### src/rtl/rxirq_pkg.sv
package rxirq_pkg;
  localparam int FIFO_DEPTH = 16;
  localparam int CNT_W      = $clog2(FIFO_DEPTH + 1);

  typedef enum logic [1:0] {
    TRIG_1  = 2'd0,
    TRIG_4  = 2'd1,
    TRIG_8  = 2'd2,
    TRIG_14 = 2'd3
  } trig_sel_e;

  function automatic logic [CNT_W-1:0] trig_level(trig_sel_e sel);
    case (sel)
      TRIG_1:  trig_level = CNT_W'(1);
      TRIG_4:  trig_level = CNT_W'(4);
      TRIG_8:  trig_level = CNT_W'(8);
      default: trig_level = CNT_W'(14);
    endcase
  endfunction
endpackage

### src/rtl/rxirq_trigger.sv
module rxirq_trigger
  import rxirq_pkg::*;
(
  input  logic [CNT_W-1:0] fifo_count,
  input  logic [1:0]       trig_sel,
  output logic             thr_hit
);
  logic [CNT_W-1:0] level;

  always_comb begin
    level   = trig_level(trig_sel_e'(trig_sel));
    thr_hit = (fifo_count >= level);
  end
endmodule

### src/rtl/rxirq_idle_timer.sv
module rxirq_idle_timer #(
  parameter int LIMIT = 156255
) (
  input  logic clk,
  input  logic rst_n,
  input  logic byte_stb,
  input  logic fifo_empty,
  input  logic thr_hit,
  output logic fire
);
  localparam int TW = (LIMIT > 2) ? $clog2(LIMIT) : 1;
  localparam logic [TW-1:0] LAST = TW'(LIMIT - 1);

  logic          armed_q, armed_d;
  logic [TW-1:0] tmr_q, tmr_d;
  logic          tmr_en;

  always_comb begin
    armed_d = armed_q;
    tmr_d   = tmr_q;
    tmr_en  = 1'b0;
    fire    = 1'b0;
    if (thr_hit || fifo_empty) begin
      armed_d = 1'b0;
    end else if (byte_stb) begin
      armed_d = 1'b1;
      tmr_d   = '0;
      tmr_en  = 1'b1;
    end else if (armed_q) begin
      if (tmr_q == LAST) begin
        fire    = 1'b1;
        armed_d = 1'b0;
      end else begin
        tmr_d  = tmr_q + 1'b1;
        tmr_en = 1'b1;
      end
    end
  end

  always_ff @(posedge clk or negedge rst_n) begin
    if (!rst_n) begin
      armed_q <= 1'b0;
      tmr_q   <= '0;
    end else begin
      armed_q <= armed_d;
      if (tmr_en) tmr_q <= tmr_d;
    end
  end


  restart_chk: assert property (@(posedge clk) disable iff (!rst_n)
    (byte_stb && !thr_hit && !fifo_empty) |=> (armed_q && tmr_q == '0));

  cancel_chk: assert property (@(posedge clk) disable iff (!rst_n)
    thr_hit |=> !armed_q);

  empty_idle_chk: assert property (@(posedge clk) disable iff (!rst_n)
    fifo_empty |=> !armed_q);

  tmr_range_chk: assert property (@(posedge clk) disable iff (!rst_n)
    armed_q |-> (tmr_q <= LAST));
endmodule

### src/rtl/rx_irq_ctrl.sv
module rx_irq_ctrl
  import rxirq_pkg::*;
#(
  parameter int CLKS_PER_ETU    = 10417,
  parameter int ETU_PER_TIMEOUT = 15
) (
  input  logic             clk,
  input  logic             rst_n,
  input  logic             byte_stb,
  input  logic [CNT_W-1:0] fifo_count,
  input  logic [1:0]       trig_sel,
  input  logic             rx_ie,
  input  logic             flag_clr,
  output logic             rdy_flag,
  output logic             rx_irq
);
  localparam int LIMIT = CLKS_PER_ETU * ETU_PER_TIMEOUT;

  logic [1:0] rst_sync_q;
  logic       rst_s;
  logic       thr_hit;
  logic       tmo_fire;
  logic       fifo_empty;
  logic       rdy_q, rdy_d;

  always_ff @(posedge clk or negedge rst_n) begin
    if (!rst_n) rst_sync_q <= 2'b00;
    else        rst_sync_q <= {rst_sync_q[0], 1'b1};
  end
  assign rst_s = rst_sync_q[1];

  assign fifo_empty = (fifo_count == '0);

  rxirq_trigger u_trig (
    .fifo_count (fifo_count),
    .trig_sel   (trig_sel),
    .thr_hit    (thr_hit)
  );

  rxirq_idle_timer #(.LIMIT(LIMIT)) u_idle (
    .clk        (clk),
    .rst_n      (rst_s),
    .byte_stb   (byte_stb),
    .fifo_empty (fifo_empty),
    .thr_hit    (thr_hit),
    .fire       (tmo_fire)
  );

  always_comb begin
    rdy_d = rdy_q;
    if (flag_clr)            rdy_d = 1'b0;
    if (thr_hit || tmo_fire) rdy_d = 1'b1;
  end

  always_ff @(posedge clk or negedge rst_s) begin
    if (!rst_s) rdy_q <= 1'b0;
    else        rdy_q <= rdy_d;
  end

  assign rdy_flag = rdy_q;
  assign rx_irq   = rdy_q & rx_ie;


  thr_sets_flag_chk: assert property (@(posedge clk) disable iff (!rst_s)
    thr_hit |=> rdy_q);

  clr_drops_flag_chk: assert property (@(posedge clk) disable iff (!rst_s)
    (flag_clr && !thr_hit && !tmo_fire) |=> !rdy_q);

  flag_cause_chk: assert property (@(posedge clk) disable iff (!rst_s)
    $rose(rdy_q) |-> $past(thr_hit || tmo_fire));

  irq_follow_chk: assert property (@(posedge clk) disable iff (!rst_s)
    (!rx_ie) |-> !rx_irq);
endmodule

### config.mk
export PLATFORM = sky130hd
export DESIGN_NAME = rx_irq_ctrl
export DESIGN_NICKNAME = d
export VERILOG_FILES = /design/src/rtl/rxirq_pkg.sv /design/src/rtl/rxirq_trigger.sv /design/src/rtl/rxirq_idle_timer.sv /design/src/rtl/rx_irq_ctrl.sv
export SDC_FILE = /design/constraint.sdc
export NUM_CORES = 1
export LEC_CHECK = 0
export BUFFER_PORTS_ARGS = -buffer_cell sky130_fd_sc_hd__buf_2
export CELL_PAD_IN_SITES_DETAIL_PLACEMENT = 0
export CELL_PAD_IN_SITES_GLOBAL_PLACEMENT = 1
export CORE_MARGIN = 3
export CORE_UTILIZATION = 25
export DETAILED_ROUTE_END_ITERATION = 7
export GPL_TIMING_DRIVEN = 0
export MAX_ROUTING_LAYER = met4
export PLACE_DENSITY = 0.51
export SLEW_MARGIN = 0
export SYNTH_ARGS = -nofsm -noshare
export SYNTH_HDL_FRONTEND = slang
export SYNTH_SLANG_ARGS = --single-unit
export TNS_END_PERCENT = 10
### constraint.sdc
create_clock -name clk -period 0.8 [get_ports clk]
set_input_delay 0 -clock clk [delete_from_list [all_inputs] [get_ports clk]]
set_output_delay 0 -clock clk [all_outputs]
set_load 0.01 [all_outputs]
== Word-level counts from Yosys, hierarchy flattened ==
Cells that the tools add are included.
Word-level totals
  flip-flop bits (word level): 22
  input port bits: 12
  output and inout bits: 2
  word-level logic and storage cells: 33
Operators by class
  add/subtract/negate cells: 1
  magnitude comparators: 1
  eq/ne operators: 4
  muxes and demuxes: 14
  bitwise gates (word level): 2
  reductions and logical operators: 7
Operator list (number)
  2-to-1 mux 18 bit: 3
  adder 18 x 1 -> 18 bit, second input constant: 1
  equality test 18 bit, second input constant: 1
  one-hot mux 4 bit (3 select lines): 1
  2-to-1 mux 1 bit: 10
  greater-or-equal comparator 5 x 4 -> 1 bit: 1
  logical NOT 5 bit: 1
  AND reduction 4 bit: 1
  nonzero test 2 bit: 2
  equality test 2 x 1 -> 1 bit, second input constant: 1
  equality test 2 bit, second input constant: 1
  logical NOT 2 bit: 1
  logical OR 1 bit: 2
  != test 2 bit, second input constant: 1
  bitwise AND 1 bit: 1
  inverter 1 bit: 1

== Longest topological paths before layout ==
Gate-level depths: netlist (run 1).
  depth after elaboration: 7
  depth in mapped cells: 9
  mapped depth without buffers: 7

== Cells and area by module ==
Synthesis (run 1) repeated with hierarchy kept, for this count alone.
Unflattened totals
  cell total of the unflattened synthesis: 161
  area total of the unflattened synthesis: 1402.6 um^2
Modules (own cells, without submodules)
  rxirq_idle_timer: instances 1, cells each 136, area an instance 1173.6 um^2, sequential area each 475.5 um^2
  rxirq_trigger: instances 1, cells each 15, area an instance 120.1 um^2, sequential area each 0.0 um^2
  rx_irq_ctrl: instances 1, cells each 10, area an instance 108.9 um^2, sequential area each 75.1 um^2

== Worst setup path before layout (run 1) ==
Ideal clock, no wire load.
  kind: flip-flop to flip-flop
  start: register u_idle.tmr_q[0]
  end: register u_idle.tmr_q[11]
  setup time: 92 ps
  arrival: 1756 ps
  required time: 708 ps
  slack: -1047 ps
  stages on the path, launching flop included: 10
  path buffers: 2
  period minus slack after synthesis: 1847 ps
  path through: dfrtp_1 inv_1 ha_1 and4bb_1 nand4_1 nor3_2 or3_1 buf_2 buf_6 o31ai_2
Between the ends
  cells in the longest elaborated chain, start to end: 6
  elaborated cells between the ends (all ways): 11
  those cells by class: 1 x add/sub; 2 x eq/ne; 7 x mux; 1 x reduce/logical
RTL lines
  start, declared: line rxirq_idle_timer.sv:15  | logic [TW-1:0] tmr_q, tmr_d;
  start signal, assigned: line rxirq_idle_timer.sv:46  | if (tmr_en) tmr_q <= tmr_d;
  parallel branches: the longest is 6 deep, another holds adder 18 x 1 -> 18 bit
Several ways; the timed one is not identified. The select of a mux whose other input is x is not followed.
A chain may end at the register's enable or synchronous reset.

== Final worst setup path (run 1) ==
  start: register u_idle.tmr_q[1]
  end: register u_idle.tmr_q[11]
Same word-level chain as after synthesis.

==> summary.txt, run 1 <==
STA
  • Part of the cycle the worst path needs: 236%
  • Setup ws final: -1.09 ns
  • Headroom to the max-slew limit: 57.5%
  • Unrepaired setup endpoints after global routing: true
  • Finish-stage setup viols: 22
  • Hold Slack: -0.00711 ns
  • Count of pins over their slew limit: 0
  • Setup TNS: -20.40 ns
  • Final hold violation count: 1
  • Top achievable clock speed: 0.529 GHz
  • Clock tree skew after final layout: 0.00336 ns
  • Min Tclk post-route: 1.89 ns
  • Worst-Margin Slew: 0.637 ns

Clock tree
  • Root buf cell: sky130_fd_sc_hd__clkbuf_8
  • CTS clock-pin slew for the worst setup and hold paths: 0.08 ns
  • Clk_lat worst skew: 0.26 ns
  • Number of levels the H-tree was split into: 1
  • Number of buffers added by the clock tree synthesis step: 3
  • TritonCTS clock tree: done
  • TritonCTS sink count: 22
  • Quantity of hold-fixing buffers added after cts: 1
  • Number of buffers on the longest clock path: 2

Placement
  • Final RePlAce weighted congestion: 0.731
  • Quantity of I/O buffers inserted on ports: 13
  • DP HPWL: 2770 um
  • Total placed instance area: 0.00159 mm2

Floorplan
  • Die Wd: 81.5 um
  • Die area: 0.00664 mm2
  • Core Area: 0.00530 mm2
  • Effective utilization at floorplan: 26.9%
  • Ports placed on the boundary: 14
  • Std cell rows: 26
  • Die height: 81.5 um

Setup path
  • Startpoint Class: flip-flop
  • Arr. time, crit path: 2.07 ns
  • Endpoint required time on the critical path: 0.98 ns
  • Crit-path max FO: 8
  • Setup slack, reg-to-reg: -1.09 ns
  • Worst Path Class, Setup: flip-flop to flip-flop
  • Kind of capture point of the worst setup path: flip-flop

Layout
  • Reg area: 554 um2
  • Fraction of the core area covered by cells at the end of the flow: 34.2%
  • Number of diodes added for antenna fixing: 0
  • Multi-input gate area in the final layout: 867 um2
  • Net count reported at finish: 197
  • Final non-filler cell area: 0.00181 mm2
  • Share of final-layout standard cells stronger than drive strength 1: 30.3%
  • Layout overhead on the synthesized area: 27.4%
  • Filler instances: 560

Status
  • Violated checks: negative hold slack, negative setup slack
  • Run status: finished with violations

Global routing
  • Most congested layer reported by global routing: met2
  • Met3 Track Usage GR: 1.97%
  • GRT Util Overall: 13.5%
  • Fraction of met2 tracks used by global routing: 22.2%
  • Number of antenna violations at the first check in global routing: 0
  • Wire length of the first global-routing pass: 6650 um
  • Remaining global-route overflow: 0
  • Largest net degree at the start of global routing: 21
  • Via count of the first global-routing pass: 1306
  • Met1 track utilization from global routing: 17.2%

Yosys
  • Sequential fraction of the synthesis area: 38.7%
  • Post-synth top area cell: sky130_fd_sc_hd__dfrtp_1
  • Cells taking the most area after synthesis: sky130_fd_sc_hd__dfrtp_1 39%, sky130_fd_sc_hd__o31ai_1 9.5%, sky130_fd_sc_hd__ha_1 5.3%, sky130_fd_sc_hd__o31ai_2 5.3%, sky130_fd_sc_hd__nand3_1 4.2%
  • Synthesized instance count: 156
  • Number of distinct library cells after synthesis: 34
  • Syn nets: 174
  • Synthesized area: 0.00142 mm2
  • FF+latch count, synth: 22
  • Fraction of synthesized cell area taken by the top area cell type: 38.7%
  • Count of warnings emitted by yosys: 0
  • Syn Area/Cell: 9.13 um2

Detailed routing
  • Total iterations of the first detailed-routing run: 4
  • Number of remaining DRC errors: 0
  • Total Wirelength: 4030 um
  • DRT iter0 DRCs: 81
  • Antenna-violating nets left: 0
  • Vias per cell: 5.35
  • Via count: 1328
  • Routed length per placed instance: 16.3 um

Power and ir drop
  • Proportion of power drawn by flip-flops and latches: 48.5%
  • Power density over the cells: 1480 mW/mm2
  • Leakage component of the power: 0.754 nW
  • Worst ir drop on vdd: 0.000958 V
  • Final Power: 2.69 mW
  • Internal power component: 1.90 mW
  • Clk pwr share: 30.3%
  • Switching Fraction: 29.5%
  • NetSw: 0.795 mW
  • Comb power frac: 21.2%

Min path
  • Class of the tightest hold or removal check: input port to flip-flop

Job
  • Reported max-cap violation count: 0
-- through the flow --
stage               cells  setup slack [ns]  hold slack, ns
finish                248             -1.09        -0.00711
global route          248             -1.14         -0.0243
CTS                   246             -1.10         -0.0172
detailed placement    239             -1.35          -0.209
global placement      239             -1.30          -0.215
floorplan             156             -1.02          -0.296
-- state kept, by name (all words and copies together) (netlist names) --
register        cells
rdy_flag            1
u_idle.armed_q      1
u_idle.tmr_q       18
rst_sync_q          2
-- worst max-delay path, stage by stage (launching register included) --
cell	delay, ns
sky130_fd_sc_hd__dfrtp_2	0.41
sky130_fd_sc_hd__ha_2	0.17
sky130_fd_sc_hd__and4bb_1	0.21
sky130_fd_sc_hd__nand4_1	0.13
sky130_fd_sc_hd__nor3_4	0.06
sky130_fd_sc_hd__or3_4	0.33
sky130_fd_sc_hd__buf_8	0.16
sky130_fd_sc_hd__clkbuf_16	0.16
sky130_fd_sc_hd__o31ai_2	0.16
-- layer usage --
layer / share of wire (%) / vias to the layer above / wire length [um]
met5: 0 / - / 0
met4: 0.84 / 0 / 34
met3: 1.6 / 4 / 63
met2: 50 / 18 / 2030
met1: 47 / 661 / 1900
li1: - / 645 / -
-- kinds of logic (layout without fill, tap and decap cells) --
group	after synthesis	count (layout)	share of synthesized area, %
and+or+nand+nor	61	61	24.1
AOI/OAI and AO/OA	48	48	26.2
DFF	22	22	38.7
buffers and inverters	18	40	5.54
adders and majority gates	6	6	5.27
other	1	1	0.263
-- path summary, 6_finish.rpt --
path	cells after the start	end	startpoint
setup / recovery	8	u_idle.tmr_q[11]	u_idle.tmr_q[1]
hold / removal	3	rdy_flag	fifo_count[4]
setup reg to reg	8	u_idle.tmr_q[11]	u_idle.tmr_q[1]
hold reg to reg	0	u_idle.tmr_q[7]	rst_sync_q[1]
max in group asynchronous	0	u_idle.tmr_q[0]	rst_sync_q[1]
min in group asynchronous	2	rst_sync_q[0]	rst_n
-- power by group through the flow --
stage	clock network, mW	registers, mW	logic, mW
3_3_place_gp	0	1.35	0.407
4_1_cts	0.862	1.30	0.527
5_1_grt	0.932	1.32	0.638
2_1_floorplan	0	1.32	0.288
3_5_place_dp	0	1.36	0.420
6_report	0.817	1.31	0.571
-- placed cells by master, fill, tap and decap left out, drive strengths merged --
cell type,instances
buf,21
nor3,1
nand4,3
conb,1
and2,1
a2111oi,1
inv,6
or4b,1
nand3,12
a31oi,5
and3,5
nor2b,1
nor4b,1
a21o,1
nand2b,3
nor4,2
nand3b,1
o31ai,24
a21oi,5
dlygate4sd3,1
o41ai,4
nand2,10
and4b,1
nor2,12
clkbuf,12
o21ai,8
and4,4
and4bb,1
ha,6
dfrtp,22
or3,2
-- cell usage after synthesis --
cell type / count
sky130_fd_sc_hd__conb_1: 1
sky130_fd_sc_hd__a2111oi_0: 1
sky130_fd_sc_hd__inv_1: 6
sky130_fd_sc_hd__clkbuf_1: 8
sky130_fd_sc_hd__a31oi_1: 5
sky130_fd_sc_hd__nor3_2: 1
sky130_fd_sc_hd__o21ai_0: 7
sky130_fd_sc_hd__o21ai_1: 1
sky130_fd_sc_hd__nand3_1: 12
sky130_fd_sc_hd__o41ai_2: 2
sky130_fd_sc_hd__nor2_1: 12
sky130_fd_sc_hd__and4bb_1: 1
sky130_fd_sc_hd__and3_1: 5
sky130_fd_sc_hd__and2_1: 1
sky130_fd_sc_hd__dfrtp_1: 22
sky130_fd_sc_hd__o31ai_2: 6
sky130_fd_sc_hd__nand2b_1: 3
sky130_fd_sc_hd__and4_1: 4
sky130_fd_sc_hd__and4b_1: 1
sky130_fd_sc_hd__nand4_1: 3
sky130_fd_sc_hd__nand3b_1: 1
sky130_fd_sc_hd__ha_1: 6
sky130_fd_sc_hd__nand2_1: 10
sky130_fd_sc_hd__buf_2: 3
sky130_fd_sc_hd__or3_1: 2
sky130_fd_sc_hd__nor4b_1: 1
sky130_fd_sc_hd__or4b_1: 1
sky130_fd_sc_hd__buf_6: 1
sky130_fd_sc_hd__a21oi_1: 5
sky130_fd_sc_hd__o31ai_1: 18
sky130_fd_sc_hd__a21o_1: 1
sky130_fd_sc_hd__nor4_1: 2
sky130_fd_sc_hd__nor2b_1: 1
sky130_fd_sc_hd__o41ai_1: 2
-- repair_timing --
item / in CTS / in global routing
gates cloned: 0 / 1
setup buffers: 3 / 1
setup endpoints to repair: 42 / 22
resized for setup: 18 / 14
endpoints found under the hold margin: 3 / 1
pin swaps: 6 / 1
-- layout make-up --
type	count	share of cell area, %
flip-flops and latches	22	30.6
multi-input cells	116	47.8
inverters	6	1.24
plain buffers	11	5.38
clock buffers	4	3.03
well taps	70	4.83
repair buffers	19	7.17
No activity file was read; power rests on OpenSTA's default activity.
==> run 2: changes to the inputs <==
Settings changed: ABC_AREA from default to 1, PLACE_DENSITY 0.51 to 0.54.
==> run 2 against run 1 <==
Net effect:
- the run ends with negative setup slack left
- cell count up 33%
- combinational power up 25%
- non-clock buffer count unchanged
- clock-buffer cell count unchanged
- critical path depth up 5
- register-to-register slack better by 0.28 ns
- clock power up 2%
- critical path type unchanged
- largest cell class unchanged
- largest power group unchanged
- highest routed layer unchanged
==> summary.txt, run 2 <==
Yosys
  • Syn nets: 246 (+41%)
  • Fraction of synthesized cell area taken by the top area cell type: 36.4% (-2.2 points)
  • Cells taking the most area after synthesis: sky130_fd_sc_hd__dfrtp_1 36%, sky130_fd_sc_hd__nand2_1 20%, sky130_fd_sc_hd__nor2_1 8.7%, sky130_fd_sc_hd__nand3_1 7.3%, sky130_fd_sc_hd__inv_1 6.2%
  • Top cell types by occurrence after synthesis: 79 x sky130_fd_sc_hd__nand2_1, 35 x sky130_fd_sc_hd__nor2_1, 25 x sky130_fd_sc_hd__inv_1
  • Share of async-settable or async-resettable flops after synthesis: 100% (unchanged)
  • Count of warnings emitted by yosys: 0 (unchanged)
  • Cell with the most instances after synthesis: sky130_fd_sc_hd__nand2_1
  • Number of distinct library cells after synthesis: 26 (-24%)
  • Syn Area/Cell: 6.63 um2 (-27%)
  • Sequential fraction of the synthesis area: 36.4% (-2.2 points)
  • Synthesized instance count: 228 (+46%)
  • Post-synth top area cell: sky130_fd_sc_hd__dfrtp_1
  • FF+latch count, synth: 22 (unchanged)
  • Count of flip-flops with a built-in enable after synthesis: 0 (unchanged)
  • Most used DFF post-synth: sky130_fd_sc_hd__dfrtp_1
  • Synthesized area: 0.00151 mm2 (+6.2%)

Power and ir drop
  • Power density over the cells: 1460 mW/mm2 (-1.8%)
  • Leakage component of the power: 0.911 nW (+21%)
  • Worst ir drop on vdd: 0.000787 V (-18%)

STA
  • Unrepaired setup endpoints after global routing: true
  • Finish-stage setup viols: 22 (unchanged)
  • Min Tclk post-route: 1.61 ns (-0.281 ns)
  • Final hold violation count: 0 (-1)
  • Count of pins over their slew limit: 0 (unchanged)
  • Setup TNS: -14.83 ns (+5.58 ns)
  • Hold Slack: 0.00400 ns (+0.0111 ns)
  • Clock tree skew after final layout: 0.00730 ns (+0.00394 ns)
  • Part of the cycle the worst path needs: 201% (-35 points)
  • Setup ws final: -0.809 ns (+0.281 ns)
  • Top achievable clock speed: 0.622 GHz (+17%)

Setup path
  • Critical-path top delay cell: sky130_fd_sc_hd__dfrtp_2
  • Most frequent CP cell: sky130_fd_sc_hd__nand2_2
  • Worst-case reg-to-reg path depth: 13 (+5)
  • Capturing point of the worst reg2reg path: u_idle.tmr_q[11]
  • Endpoint required time on the critical path: 1.01 ns (+0.03 ns)
  • Setup slack, reg-to-reg: -0.81 ns (+0.28 ns)
  • Kind of capture point of the worst setup path: flip-flop
  • Crit-path max FO: 5 (-3)
  • Launch point of the worst reg-to-reg path: u_idle.tmr_q[0]
  • Arr. time, crit path: 1.82 ns (-0.25 ns)
  • CP peak stage delay: 0.42 ns (about the same)
  • Startpoint Class: flip-flop
  • CP Cell Sequence: inv_2 > ha_4 > inv_2 > nor2_1 > nand3_1 > nor2_2 > nor2_2 > nand2_2 > buf_8 > buf_12 > buf_8 > nand2_2 > nand2_2
  • Worst Path Class, Setup: flip-flop to flip-flop

Global routing
  • Fraction of met2 tracks used by global routing: 19.6% (-2.6 points)
  • Most congested layer reported by global routing: met2
  • Remaining global-route overflow: 0 (unchanged)
  • Wire length of the first global-routing pass: 7000 um (+5.3%)
  • Via count of the first global-routing pass: 1410 (+8.0%)
  • Met3 Track Usage GR: 1.48% (-0.49 points)
  • Largest net degree at the start of global routing: 21 (unchanged)
  • GRT Util Overall: 12.6% (-0.81 points)
  • Met1 track utilization from global routing: 17.4% (+0.21 points)
  • Number of antenna violations at the first check in global routing: 0 (unchanged)

Clock tree
  • TritonCTS clock tree: done
  • Number of buffers added by the clock tree synthesis step: 3 (unchanged)
  • Number of buffers on the longest clock path: 2 (unchanged)
  • Root buf cell: sky130_fd_sc_hd__clkbuf_8
  • Clk_lat worst skew: 0.27 ns (about the same)
  • Number of levels the H-tree was split into: 1 (unchanged)
  • CTS clock-pin slew for the worst setup and hold paths: 0.09 ns (about the same)
  • TritonCTS sink count: 22 (unchanged)

Floorplan
  • Die Wd: 83.8 um (+2.8%)
  • Die height: 83.8 um (+2.8%)
  • Std cell rows: 27 (+3.8%)
  • Die area: 0.00701 mm2 (+5.7%)
  • Effective utilization at floorplan: 26.6% (-0.22 points)
  • Ports placed on the boundary: 14 (unchanged)
  • Core Area: 0.00568 mm2 (+7.0%)

Layout
  • Commonest cells after routing, fill and taps aside: 73 x sky130_fd_sc_hd__nand2_1, 32 x sky130_fd_sc_hd__nor2_1, 21 x sky130_fd_sc_hd__inv_1
  • Most common cell after layout, fill and taps aside: sky130_fd_sc_hd__nand2_1
  • Number of diodes added for antenna fixing: 0 (unchanged)
  • Filler instances: 624 (+11%)
  • Register bank with the most flops: u_idle.tmr_q
  • Layout overhead on the synthesized area: 29.6%
  • Net count reported at finish: 277 (+41%)
  • Multi-input gate area in the final layout: 893 um2 (+3.0%)
  • Reg area: 557 um2 (+0.45%)
  • Max FFs per register: 18 (unchanged)
  • Fraction of the core area covered by cells at the end of the flow: 34.5% (+0.29 points)
  • Share of final-layout standard cells stronger than drive strength 1: 24.8% (-5.5 points)
  • Top Registers: u_idle.tmr_q: 18 flops, rst_sync_q: 2 flops
  • Final non-filler cell area: 0.00196 mm2 (+7.9%)

Min path
  • Hold-critical path depth: 4 (+1)
  • Hold-critical path endpoint: rdy_flag
  • Beginning of the worst hold path: flag_clr
  • Class of the tightest hold or removal check: input port to flip-flop

Detailed routing
  • Vias per cell: 4.31 (-20%)
  • Number of remaining DRC errors: 0 (unchanged)
  • DRT iter0 DRCs: 46 (-43%)
  • Routed length per placed instance: 12.3 um (-24%)
  • Via count: 1422 (+7.1%)
  • Total iterations of the first detailed-routing run: 4 (unchanged)
  • Antenna-violating nets left: 0 (unchanged)
  • Total Wirelength: 4060 um (+0.62%)

Placement
  • Total placed instance area: 0.00167 mm2 (+4.8%)
  • Final RePlAce weighted congestion: 0.811 (+11%)
  • Quantity of I/O buffers inserted on ports: 13 (unchanged)
  • DP HPWL: 2980 um (+7.6%)

Status
  • Run status: finished with violations
  • Violated checks: negative setup slack

Job
  • Reported max-cap violation count: 0 (unchanged)
run 2: layout make-up:
type                       instances  share of cell area [%]
multi-input combinational        175                    45.6
sequential                        22                    28.4
timing repair buffer              26                    10.9
inverter                          27                    5.43
tap                               72                    4.60
clock buffer                       4                    2.81
buffer                             4                    2.17
run 2: repair_timing:
item	CTS	global route
cloned	1	0
gates resized for setup	26	12
hold buffers	1	0
hold endpoints to repair	2	0
pin swaps	7	5
setup endpoints to repair	42	22
buffers inserted	11	0
run 2: routing by layer:
metal	vias to the layer above	share of wire, %	wire (um)
li1	768	-	-
met1	638	51	2070
met2	11	46	1870
met3	5	1.7	70
met4	0	1.2	48
met5	-	0	0
run 2: worst max-delay path, delay by kind of cell, from the launching register on:
kind          cells  cell delay (ns)
simple gates      7             0.55
fa+ha+maj         1             0.12
buf+inv           5             0.45
flops             1             0.42
run 2: worst max path at each step:
stage / from / to / cells after the start
2_1_floorplan: u_idle.tmr_q[0] / u_idle.tmr_q[2] / 12
3_3_place_gp: u_idle.tmr_q[0] / u_idle.tmr_q[12] / 12
3_5_place_dp: u_idle.tmr_q[0] / u_idle.tmr_q[16] / 11
4_1_cts: u_idle.tmr_q[1] / u_idle.tmr_q[11] / 12
5_1_grt: u_idle.tmr_q[0] / u_idle.tmr_q[12] / 13
6_report: u_idle.tmr_q[0] / u_idle.tmr_q[11] / 13
run 2: power breakdown:
part | switching [mW] | internal, mW | total (mW)
sequential | 0.116 | 1.19 | 1.31
combinational | 0.336 | 0.376 | 0.713
clock | 0.396 | 0.440 | 0.835
total | 0.848 | 2.01 | 2.85
run 2: logic make-up after synthesis:
logic type / Yosys count / share of synthesized area [%]
flops: 22 / 36.4
simple gates: 148 / 41.0
buf+inv: 31 / 8.86
other cells: 1 / 0.248
fa+ha+maj: 6 / 4.97
xor+xnor: 7 / 4.06
compound gates: 13 / 4.47
run 2: through the flow:
stage,setup WS [ns],power [mW],std cells
2_1_floorplan,-0.682,1.57,228
3_3_place_gp,-0.928,1.73,313
3_5_place_dp,-0.939,1.73,313
4_1_cts,-0.804,2.90,330
5_1_grt,-0.931,3.05,330
6_report,-0.809,2.85,330
==> run 3: changes to the inputs <==
Settings changed: CELL_PAD_IN_SITES_DETAIL_PLACEMENT 0 to default, CELL_PAD_IN_SITES_GLOBAL_PLACEMENT 1 to default, PLACE_DENSITY 0.54 to 0.42.
==> run 3 against run 2 <==
Net effect:
- the flow still finishes with violations (negative setup slack)
- total power decreased by 5.9%
- sequential power about the same
- fmax increased by 1.4%
- global-route usage decreased by 0.98 points
- register-to-register slack improved by 0.02 ns
- flip-flop and latch count unchanged
- non-clock buffer count decreased by 4
- clock-buffer cell count unchanged
- first-iteration DRC count increased by 48%
- die area unchanged
==> summary.txt, run 3 (synthesis gave the netlist of run 2 again) <==
Floorplan
  • Die Wd: 83.8 um (unchanged)
  • Die area: 0.00701 mm2 (unchanged)
  • Effective utilization at floorplan: 26.6% (unchanged)
  • Std cell rows: 27 (unchanged)
  • Die height: 83.8 um (unchanged)
  • Core Area: 0.00568 mm2 (unchanged)
  • Ports placed on the boundary: 14 (unchanged)

Setup path
  • Endpoint required time on the critical path: 0.97 ns (-0.04 ns)
  • Kind of capture point of the worst setup path: flip-flop
  • Startpoint Class: flip-flop
  • Setup slack, reg-to-reg: -0.79 ns (+0.02 ns)
  • Worst Path Class, Setup: flip-flop to flip-flop
  • Arr. time, crit path: 1.75 ns (-0.07 ns)
  • Crit-path max FO: 6 (+1)

Global routing
  • Remaining global-route overflow: 0 (unchanged)
  • Wire length of the first global-routing pass: 6520 um (-6.9%)
  • GRT Util Overall: 11.7% (-0.98 points)
  • Number of antenna violations at the first check in global routing: 0 (unchanged)
  • Met3 Track Usage GR: 2.76% (+1.3 points)
  • Fraction of met2 tracks used by global routing: 18.2% (-1.4 points)
  • Met1 track utilization from global routing: 15.5% (-2.0 points)
  • Most congested layer reported by global routing: met2
  • Via count of the first global-routing pass: 1380 (-2.1%)
  • Largest net degree at the start of global routing: 21 (unchanged)

Layout
  • Number of diodes added for antenna fixing: 0 (unchanged)
  • Max FFs per register: 18 (unchanged)
  • Most common cell after layout, fill and taps aside: sky130_fd_sc_hd__nand2_1
  • Layout overhead on the synthesized area: 23.5%
  • Commonest cells after routing, fill and taps aside: 78 x sky130_fd_sc_hd__nand2_1, 32 x sky130_fd_sc_hd__nor2_1, 23 x sky130_fd_sc_hd__inv_1
  • Net count reported at finish: 273 (-1.4%)
  • Register bank with the most flops: u_idle.tmr_q
  • Share of final-layout standard cells stronger than drive strength 1: 19.7% (-5.1 points)
  • Top Registers: u_idle.tmr_q: 18 flops, rst_sync_q: 2 flops

Power and ir drop
  • Proportion of power drawn by flip-flops and latches: 49.1% (+3.4 points)
  • Worst ir drop on vdd: 0.000569 V (-28%)
  • Clk pwr share: 30.8% (+1.5 points)
  • Leakage component of the power: 0.883 nW (-3.1%)
  • Final Power: 2.68 mW (-5.9%)
  • Switching Fraction: 29.3% (-0.46 points)
  • NetSw: 0.785 mW (-7.4%)
  • Comb power frac: 20.0% (-5.0 points)
  • Power density over the cells: 1440 mW/mm2 (-1.3%)
  • Internal power component: 1.90 mW (-5.3%)

Detailed routing
  • Total iterations of the first detailed-routing run: 4 (unchanged)
  • Routed length per placed instance: 11.2 um (-8.9%)
  • DRT iter0 DRCs: 68 (+48%)
  • Antenna-violating nets left: 0 (unchanged)
  • Via count: 1411 (-0.77%)
  • Total Wirelength: 3650 um (-10%)
  • Vias per cell: 4.33 (+0.44%)
  • Number of remaining DRC errors: 0 (unchanged)

STA
  • Finish-stage setup viols: 22 (unchanged)
  • Setup ws final: -0.787 ns (+0.0219 ns)
  • Unrepaired setup endpoints after global routing: true
  • Part of the cycle the worst path needs: 198% (-2.7 points)
  • Top achievable clock speed: 0.630 GHz (+1.4%)
  • Final hold violation count: 0 (unchanged)
  • Clock tree skew after final layout: 0.00474 ns (-0.00256 ns)
  • Min Tclk post-route: 1.59 ns (-0.0219 ns)
  • Count of pins over their slew limit: 0 (unchanged)
  • Setup TNS: -14.67 ns (+0.151 ns)

Clock tree
  • Number of levels the H-tree was split into: 1 (unchanged)
  • CTS clock-pin slew for the worst setup and hold paths: 0.08 ns (about the same)
  • TritonCTS clock tree: done
  • Number of buffers on the longest clock path: 2 (unchanged)
  • TritonCTS sink count: 22 (unchanged)
  • Clk_lat worst skew: 0.27 ns (about the same)
  • Number of buffers added by the clock tree synthesis step: 3 (unchanged)
  • Root buf cell: sky130_fd_sc_hd__clkbuf_8

Status
  • Run status: finished with violations
  • Violated checks: negative setup slack

Placement
  • Final RePlAce weighted congestion: 0.811 (about the same)
  • DP HPWL: 2730 um (-8.2%)
  • Quantity of I/O buffers inserted on ports: 13 (unchanged)

Job
  • Reported max-cap violation count: 0 (unchanged)

Min path
  • Class of the tightest hold or removal check: input port to flip-flop
run 3: power groups by stage:
stage               logic [mW]  clock network [mW]  registers (mW)
finish                   0.538               0.827            1.32
global route             0.628               0.929            1.34
CTS                      0.543               0.866            1.31
detailed placement       0.377                   0            1.34
global placement         0.377                   0            1.34
floorplan                0.269                   0            1.30
run 3: worst paths after layout:
check | startpoint | endpoint | cells after the start
setup / recovery | u_idle.tmr_q[0] | u_idle.tmr_q[16] | 11
hold / removal | flag_clr | rdy_flag | 4
setup reg to reg | u_idle.tmr_q[0] | u_idle.tmr_q[16] | 11
hold reg to reg | rst_sync_q[1] | u_idle.tmr_q[8] | 0
max in group asynchronous | rst_sync_q[1] | u_idle.tmr_q[0] | 0
min in group asynchronous | rst_n | rst_sync_q[1] | 2
run 3: timing repair:
| item | in CTS | in global routing |
|---|---|---|
| endpoints found under the setup margin | 42 | 22 |
| gates resized for setup | 12 | 11 |
| hold endpoints to repair | 2 | 0 |
| buffers inserted | 6 | 1 |
| cloned | 1 | 1 |
| pin swaps | 3 | 4 |
| hold buffers | 1 | 0 |
run 3: metal layers:
layer	up-vias	share of wire, %
met5	-	0
met4	0	0.52
met3	2	3.4
met2	15	45
met1	637	51
li1	757	-
run 3: metrics by stage:
stage               hold WS [ns]  std cells  area (um2)  utilization [%]  setup WS, ns
floorplan                 -0.296        228        1510                -        -0.682
global placement          -0.212        313        1670             29.4        -0.953
detailed placement        -0.212        313        1670             29.4        -0.949
CTS                      0.00795        325        1840             32.4        -0.776
global route              0.0249        326        1870             32.9        -0.901
finish                   0.00771        326        1870             32.9        -0.787
run 3: worst max-delay path, stage by stage (launching register included):
cell,delay [ns]
sky130_fd_sc_hd__dfrtp_2,0.43
sky130_fd_sc_hd__inv_2,0.08
sky130_fd_sc_hd__ha_4,0.12
sky130_fd_sc_hd__inv_2,0.03
sky130_fd_sc_hd__nor2_2,0.06
sky130_fd_sc_hd__nand3_1,0.08
sky130_fd_sc_hd__nor2_2,0.16
sky130_fd_sc_hd__nor2_1,0.07
sky130_fd_sc_hd__nand2_2,0.10
sky130_fd_sc_hd__buf_8,0.15
sky130_fd_sc_hd__clkbuf_16,0.14
sky130_fd_sc_hd__o21ai_1,0.05
run 3: cell type report:
class / count / area, um2
clock buffers: 4 / 55.1
flip-flops and latches: 22 / 558
plain buffers: 4 / 42.5
well taps: 72 / 90.1
repair buffers: 22 / 156
multi-input cells: 175 / 861
inverters: 27 / 104
fillers: 632 / 3810
